**src/rtl/tick_timer_pkg.sv**
```systemverilog
package tick_timer_pkg;
  localparam int unsigned IDX_LOAD = 0;
  localparam int unsigned IDX_CNT  = 1;
  localparam int unsigned IDX_CTRL = 2;
  localparam int unsigned IDX_FLAG = 3;

  typedef struct packed {
    logic [7:0] div;
    logic       periodic;
    logic       run;
  } ctrl_t;
endpackage

```
**src/rtl/tick_timer_div.sv**
```systemverilog
module tick_timer_div #(
  parameter int DIV_W = 8
) (
  input  logic             clk,
  input  logic             rst,
  input  logic             restart,
  input  logic             active,
  input  logic [DIV_W-1:0] div,
  output logic             tick
);
  logic [DIV_W-1:0] phase_q;

  assign tick = active && (phase_q == div);

  always_ff @(posedge clk) begin
    if (rst || restart || !active) begin
      phase_q <= '0;
    end else if (phase_q == div) begin
      phase_q <= '0;
    end else begin
      phase_q <= phase_q + 1'b1;
    end
  end
endmodule

```
**src/rtl/tick_timer_core.sv**
```systemverilog
module tick_timer_core #(
  parameter int CNT_W = 32
) (
  input  logic             clk,
  input  logic             rst,
  input  logic             set,
  input  logic [CNT_W-1:0] set_val,
  input  logic             tick,
  input  logic             periodic,
  input  logic [CNT_W-1:0] reload_val,
  output logic [CNT_W-1:0] count,
  output logic             expire
);
  localparam logic [CNT_W-1:0] ONE = CNT_W'(1);

  logic [CNT_W-1:0] count_q;

  assign count  = count_q;
  assign expire = tick && !set && (count_q == ONE);

  always_ff @(posedge clk) begin
    if (rst) begin
      count_q <= '0;
    end else if (set) begin
      count_q <= set_val;
    end else if (tick && count_q != '0) begin
      if (count_q == ONE) begin
        count_q <= periodic ? reload_val : '0;
      end else begin
        count_q <= count_q - ONE;
      end
    end
  end
endmodule

```
**src/rtl/tick_timer_rdmux.sv**
```systemverilog
module tick_timer_rdmux
  import tick_timer_pkg::*;
#(
  parameter int IDX_W = 3,
  parameter int CNT_W = 32,
  parameter int DW    = 32
) (
  input  logic             clk,
  input  logic             rst,
  input  logic             rd_en,
  input  logic [IDX_W-1:0] idx,
  input  logic [CNT_W-1:0] reload_val,
  input  logic [CNT_W-1:0] count,
  input  ctrl_t            ctrl,
  input  logic             flag,
  output logic [DW-1:0]    rd_data
);
  logic [DW-1:0] sel;

  always_comb begin
    sel = '0;
    case (idx)
      IDX_W'(IDX_LOAD): sel = DW'(reload_val);
      IDX_W'(IDX_CNT):  sel = ctrl.run ? DW'(count) : '0;
      IDX_W'(IDX_CTRL): sel = DW'({ctrl.div, 6'b0, ctrl.periodic, ctrl.run});
      IDX_W'(IDX_FLAG): sel = DW'(flag);
      default:          sel = '0;
    endcase
  end

  always_ff @(posedge clk) begin
    if (rst) begin
      rd_data <= '0;
    end else if (rd_en) begin
      rd_data <= sel;
    end
  end
endmodule

```
**src/rtl/tick_timer.sv**
```systemverilog
module tick_timer
  import tick_timer_pkg::*;
#(
  parameter int ADDR_W = 5,
  parameter int DW     = 32
) (
  input  logic              clk,
  input  logic              rst,
  input  logic              wr_en,
  input  logic              rd_en,
  input  logic [ADDR_W-1:0] addr,
  input  logic [DW-1:0]     wr_data,
  output logic [DW-1:0]     rd_data,
  output logic              irq
);
  localparam int IDX_W = ADDR_W - 2;
  localparam int CNT_W = DW;

  logic [IDX_W-1:0] idx;
  logic             wr_load, wr_cnt, wr_ctrl, wr_flag, run_rise;
  logic             cnt_set, restart, active, tick, expire;
  logic [CNT_W-1:0] cnt_set_val, count_q, reload_q;
  ctrl_t            ctrl_q;
  logic             flag_q;

  assign idx     = addr[ADDR_W-1:2];
  assign wr_load = wr_en && (idx == IDX_W'(IDX_LOAD));
  assign wr_cnt  = wr_en && (idx == IDX_W'(IDX_CNT));
  assign wr_ctrl = wr_en && (idx == IDX_W'(IDX_CTRL));
  assign wr_flag = wr_en && (idx == IDX_W'(IDX_FLAG));

  assign run_rise = wr_ctrl && wr_data[0] && !ctrl_q.run;
  assign restart  = wr_load || wr_cnt || wr_ctrl;
  assign active   = ctrl_q.run && (count_q != '0) && !restart;

  always_comb begin
    cnt_set     = 1'b0;
    cnt_set_val = wr_data[CNT_W-1:0];
    if (wr_load || wr_cnt) begin
      cnt_set = 1'b1;
    end else if (run_rise && wr_data[1] && count_q == '0) begin
      cnt_set     = 1'b1;
      cnt_set_val = reload_q;
    end
  end

  tick_timer_div #(.DIV_W(8)) u_div (
    .clk(clk), .rst(rst), .restart(restart), .active(active),
    .div(ctrl_q.div), .tick(tick)
  );

  tick_timer_core #(.CNT_W(CNT_W)) u_core (
    .clk(clk), .rst(rst), .set(cnt_set), .set_val(cnt_set_val),
    .tick(tick), .periodic(ctrl_q.periodic), .reload_val(reload_q),
    .count(count_q), .expire(expire)
  );

  always_ff @(posedge clk) begin
    if (rst) begin
      reload_q <= '0;
      ctrl_q   <= '0;
      flag_q   <= 1'b0;
    end else begin
      if (wr_load) reload_q <= wr_data[CNT_W-1:0];
      if (wr_ctrl) ctrl_q <= '{div: wr_data[15:8], periodic: wr_data[1], run: wr_data[0]};
      if (expire) flag_q <= 1'b1;
      else if (wr_flag && wr_data[0]) flag_q <= 1'b0;
    end
  end

  assign irq = flag_q;

  tick_timer_rdmux #(.IDX_W(IDX_W), .CNT_W(CNT_W), .DW(DW)) u_rd (
    .clk(clk), .rst(rst), .rd_en(rd_en), .idx(idx), .reload_val(reload_q),
    .count(count_q), .ctrl(ctrl_q), .flag(flag_q), .rd_data(rd_data)
  );
endmodule

```
**config.mk**
```make
export PLATFORM = sky130hd
export DESIGN_NAME = tick_timer
export DESIGN_NICKNAME = d
export VERILOG_FILES = /design/src/rtl/tick_timer_pkg.sv /design/src/rtl/tick_timer_div.sv /design/src/rtl/tick_timer_core.sv /design/src/rtl/tick_timer_rdmux.sv /design/src/rtl/tick_timer.sv
export SDC_FILE = /design/constraint.sdc
export NUM_CORES = 1
export LEC_CHECK = 0
export BUFFER_PORTS_ARGS = -buffer_cell sky130_fd_sc_hd__buf_2
export CAP_MARGIN = 20
export CORE_ASPECT_RATIO = 0.7
export CORE_UTILIZATION = 50
export CTS_CLUSTER_DIAMETER = 50
export DETAILED_ROUTE_END_ITERATION = 10
export PLACE_DENSITY = 0.7
export SLEW_MARGIN = 20
export SYNTH_ARGS = -nofsm -noshare
export SYNTH_HDL_FRONTEND = slang
export SYNTH_SLANG_ARGS = --single-unit
```
**constraint.sdc**
```tcl
create_clock -name clk -period 4.71 [get_ports clk]
set_clock_uncertainty 0.2 [all_clocks]
set_input_delay 0.942 -clock clk [delete_from_list [all_inputs] [get_ports clk]]
set_output_delay 0.942 -clock clk [all_outputs]
set_load 0.01 [all_outputs]
```
### Yosys cells after proc, flatten, opt, wreduce, memory -nomap -nowiden

Cells that the tools add are included.
Widths: inputs -> output; s select.

| operators by class | value |
|---|---|
| muxes and demuxes | 12 |
| multiply operators | 0 |
| shift operators | 0 |
| $lt $le $gt $ge | 0 |
| add/subtract/negate cells | 2 |
| reduce and logical (&&, ||, !) cells | 29 |
| divide/modulo/power cells | 0 |
| eq/ne operators | 5 |
| bitwise operators | 0 |

Operator list:

| cell | number |
|---|---|
| $mux 32 | 7 |
| $pmux 32 s4 | 1 |
| $eq 32x1->1 const B | 1 |
| $logic_not 32->1 | 1 |
| $reduce_bool 32->1 | 1 |
| $sub 32x1->32 const B | 1 |
| $logic_and 1x1->1 | 15 |
| $add 8x1->8 const B | 1 |
| $eq 8x8->1 | 1 |
| $eq 3x2->1 const B | 2 |
| $logic_not 1->1 | 4 |
| $logic_or 1x1->1 | 4 |
| $mux 1 | 4 |
| $reduce_bool 2->1 | 2 |
| $eq 3x1->1 const B | 1 |
| $logic_not 3->1 | 1 |
| $reduce_or 2->1 | 1 |

| storage, ports and cells | value |
|---|---|
| output and inout port bits | 33 |
| bits in registers | 115 |
| memory bits (writable) | 0 |
| bits in read-only memories | 0 |
| bits in latches | 0 |
| bits of input ports | 41 |
| memories kept | 0 |
| logic and storage cells | 56 |

### Logic depth before layout (Yosys ltp)

| logic depth | value |
|---|---|
| depth in word-level cells | 12 |
| depth in mapped cells | 12 |
| mapped depth without buffers | 9 |

### By module

Synthesis repeated with hierarchy kept, for this count alone.

| unflattened totals | value |
|---|---|
| cells, all modules | 818 |
| area, all modules | 6,678.9 µm² |

By module, submodules not included:

| module | cells an instance | area an instance (µm²) | seq. area each (µm²) | instances |
|---|---|---|---|---|
| tick_timer_core | 324 | 2,587.5 | 640.6 | 1 |
| tick_timer | 243 | 2,001.9 | 860.8 | 1 |
| tick_timer_rdmux | 207 | 1,690.4 | 640.6 | 1 |
| tick_timer_div | 44 | 399.1 | 160.2 | 1 |

### Least setup slack after synthesis

No wires, ideal clock.

| timing | value |
|---|---|
| kind | flip-flop to flip-flop |
| from | reg u_core.count_q[0] (netlist: u_core.count[0]) |
| to | reg u_core.count_q[4] (netlist: u_core.count[4]) |
| data arrival time | 2.992 ns |
| slack | 1.429 ns |
| cell stages (with the launch flop) | 12 |
| clock period less this slack | 3.281 ns |
| required time | 4.421 ns |
| cells stage by stage | dfxtp_1 -> inv_1 -> ha_1 -> or3b_2 -> clkbuf_1 -> or4_4 -> buf_6 -> or3_4 -> a211oi_4 -> buf_6 -> a21oi_1 -> o32ai_2 |

| on the way | value |
|---|---|
| longest elaborated chain between the ends | 6 |
| elaborated cells on any way between the ends | 17 |

RTL lines:

| element | line | RTL |
|---|---|---|
| start, declared | tick_timer_core.sv:16 | `logic [CNT_W-1:0] count_q;` |
| start signal, assigned | tick_timer_core.sv:25 | `count_q <= set_val;` |
| start signal, assigned | tick_timer_core.sv:28 | `count_q <= periodic ? reload_val : '0;` |
| start signal, assigned | tick_timer_core.sv:30 | `count_q <= count_q - ONE;` |
| branches (longest 6 deep; another with $sub 32x1->32) | n/a |  |

Several ways; the timed one is not identified. The select of a mux whose other input is x is not followed.
A chain may end at the register's enable or synchronous reset.

### Worst setup path after layout

| timing | value |
|---|---|
| from | reg u_core.count_q[0] (netlist: u_core.count[0]) |
| to | reg u_core.count_q[13] (netlist: u_core.count[13]) |

Same word-level chain as after synthesis.

==> impl_metrics.yaml <==
outcome:
  status: "finished, final reports clean"
drt:
  avgRoutedWirePerCell_um: 18.9
  drt_iter0_drc: 765
  vias: 6214
  drtPass1Iterations: 5
  drcViolationCount: 0
  drt-total-wl_um: 18400
  ant_nets: 0
  via_per_inst: 6.37
synthesis:
  avgSynthCellArea_um2: 7.99
  ys_seq_area_share_pct: 38.1
  synth_edf_count: 0
  ys_async_sr_fraction_pct: 0
  ys_ff_latch: 115
  yosysWarnings: 0
  ys.flop_type: "dfxtp_1"
  synth.distinct_cells: 63
  synthesis.nets: 800
  netlist_area_mm2: 0.00604
  syn_inst: 756
final_layout:
  layout-drive-gt1-share_pct: 19.5
  fillers: 1087
  area_delta_synth_final_pct: 17.2
  final_common_cell: "nand2_1"
  layout_common_cells: "nand2_1, dfxtp_1, nor2_1"
  fin_nets: 851
  diodes: 0
setup_path:
  crit_buf_inv: 2
  critPathArrivalTime_ns: 3.88
  reg2reg_depth: 10
  r2r_slack_ns: 0.89
  criticalPathCategory: "flip-flop to flip-flop"
  crit_slowest_cell: "nor4_1"
  required_ns: 4.78
  crit_fanout: 18
  cp_top_family: "simple AND/OR/NAND/NOR gates"
  end_kind: "flip-flop"
  reg2reg_to: "u_core.count[13]"
  setup.worst_path.start_class: "flip-flop"
  max_stage_delay_ns: 0.63
  reg2reg_from: "u_core.count[0]"
  crit_chain: "inv_1 > ha_1 > or3b_2 > nor4_1 > nand2_1 > a22oi_1 > buf_4 > nor3_1 > a221oi_1 > o32ai_2"
die:
  start_util_pct: 51.5
  dieArea_mm2: 0.0125
  core_area_mm2: 0.0117
  boundaryPins: 74
  die_x_um: 133
  rows: 33
  die_h_um: 93.9
clocking:
  cts_tree: "yes"
  cts_num_sinks: 115
  cts_buffer_depth: 2
  postCtsSetupRepairBufs: 0
  clock_latency_ns: 0.42
  cts_hold_repair.buffers: 0
  cts_buffers: 17
  cts_resized: 0
  cts_root_buf: "clkbuf_16"
  htree_num_levels: 4
  clk_pin_slew_ns: 0.06
timing:
  holdWs_ns: 0.272
  maxSlewViolCount: 0
  hold_viol_final: 0
  fin_crit_ns: 3.82
  final-setup-viol-count: 0
  rsz0062_at_grt: "false"
  relSlewSlack_pct: 38.6
  fmaxAchievable_mhz: 262
  period_share_pct: 81.0
  tns_ns: 0
  worst_pin_slew_ns: 0.913
  finalWorstSetupSlack_ns: 0.893
global_route:
  grt_util_all_layers_pct: 30.3
  grt_start_max_net_pins: 75
  first_global_vias: 5724
  grt-ovfl-total: 0
  antenna_found_initial: 0
  grt_pass1_wl_um: 29500
min_path:
  worstHoldEndpoint: "reload_q[4]"
  worst_hold_startpoint: "reload_q[4]"
  hp-class: "flip-flop to flip-flop"
  worstHoldPathCells: 2
pwr:
  p_clk_share_pct: 44.2
  p_sw_uw: 825
  ir_drop_uv: 281
  netSwitchingFraction_pct: 29.1
  intPower_mw: 2.01
  pwr-share-seq_pct: 37.5
  p_leak_nw: 2.59
  power.density_mw_per_mm2: 400
  pwr-share-comb_pct: 18.4
place:
  place_hpwl_um: 12300
  io_buffers: 71
  dp_slack_ns: 0.783
  place.gp.congestion: 0.924
run:
  maxCapViolations: 0
[worst max-delay path by stage]
stage	endpoint	slack (ns)	from	depth (start not counted)
3_3_place_gp	u_core.count[21]	0.88	u_core.count[16]	7
3_5_place_dp	u_core.count[21]	0.78	addr[3]	8
4_1_cts	u_core.count[21]	0.78	u_core.count[0]	9
2_1_floorplan	u_core.count[4]	1.43	u_core.count[0]	11
5_1_grt	u_core.count[4]	0.77	u_core.count[1]	10
6_report	u_core.count[13]	0.89	u_core.count[0]	10
[per-stage QoR]
stage / cells / total power, mW / cell area, um^2 / utilization [%]
4_1_cts: 974 / 2.83 / 7050 / 60.1
5_1_grt: 976 / 2.94 / 7080 / 60.4
6_report: 976 / 2.83 / 7080 / 60.4
3_5_place_dp: 943 / 1.58 / 6480 / 55.3
2_1_floorplan: 756 / 1.46 / 6040 / -
3_3_place_gp: 943 / 1.57 / 6480 / 55.3
[cells in the mapped netlist, types with 3 or more instances]
cell type	count	area share, %
a211oi_1	44	5.5
a211oi_2	8	1.7
a21oi_1	69	5.7
a221oi_1	14	2.0
a22o_1	3	0.44
a22oi_1	35	4.4
a31oi_1	5	0.52
and3_1	5	0.52
buf_2	11	0.91
buf_6	4	0.75
clkbuf_1	42	2.6
dfxtp_1	115	38
ha_1	3	0.62
inv_1	8	0.50
mux2_2	9	1.7
nand2_1	122	7.6
nand2b_1	3	0.31
nand3_1	13	1.1
nand3b_1	3	0.37
nand4_1	5	0.52
nor2_1	85	5.3
nor2b_1	3	0.31
nor3_1	21	1.7
nor4_1	14	1.5
o21ai_0	10	0.83
o21ai_1	11	0.91
o22ai_1	3	0.31
o2bb2ai_1	3	0.44
o32ai_2	4	1.1
or2_2	4	0.41
or3_1	7	0.73
or4_1	7	0.87
xnor2_1	17	2.5
xor2_1	8	1.2
[tightest hold or removal path: stages (launching register included)]
cell	delay, ns
dfxtp_1	0.32
nand2_1	0.06
a21oi_1	0.05
[per-layer routing]
metal | GRT usage (%) | up-vias | wire length, um | share of wire, %
met4 | 12.3 | 0 | 507 | 2.7
met3 | 8.95 | 58 | 1790 | 9.7
li1 | - | 2864 | - | -
met5 | 0 | - | 0 | 0
met1 | 40.2 | 2955 | 8100 | 44
met2 | 46.0 | 337 | 8040 | 44
[final cells by class]
type	instances	area, um^2	area share [%]
timing repair buffer	90	514	7.27
inverter	8	30.0	0.424
clock buffer	21	460	6.51
clock inverter	10	109	1.54
tap	157	196	2.78
sequential	115	2300	32.5
multi-input combinational	575	3470	49.0
[flip-flops by register name, indices dropped and copies added (netlist names)]
register       count
reload_q          32
u_core.count      32
u_rd.rd_data      32
ctrl_q            10
u_div.phase_q      8
irq                1
[logic make-up (layout without fill, tap and decap cells)]
| family | count (synthesis) | in the layout | share of synthesized area, % |
|---|---|---|---|
| simple gates | 307 | 307 | 23.7 |
| buf+inv | 66 | 129 | 4.83 |
| xor+xnor | 25 | 25 | 3.63 |
| compound gates | 230 | 230 | 27.3 |
| mux | 10 | 10 | 1.84 |
| fa+ha+maj | 3 | 3 | 0.622 |
| flops | 115 | 115 | 38.1 |
[power groups by stage]
stage | Sequential (mW) | Combinational [mW] | Clock, mW
after CTS | 1.06 | 0.510 | 1.26
after global routing | 1.07 | 0.567 | 1.31
after global placement | 1.08 | 0.491 | 0
final | 1.06 | 0.520 | 1.25
after floorplan | 1.07 | 0.385 | 0
after detailed placement | 1.08 | 0.504 | 0
(Power assumes the default switching activity.)
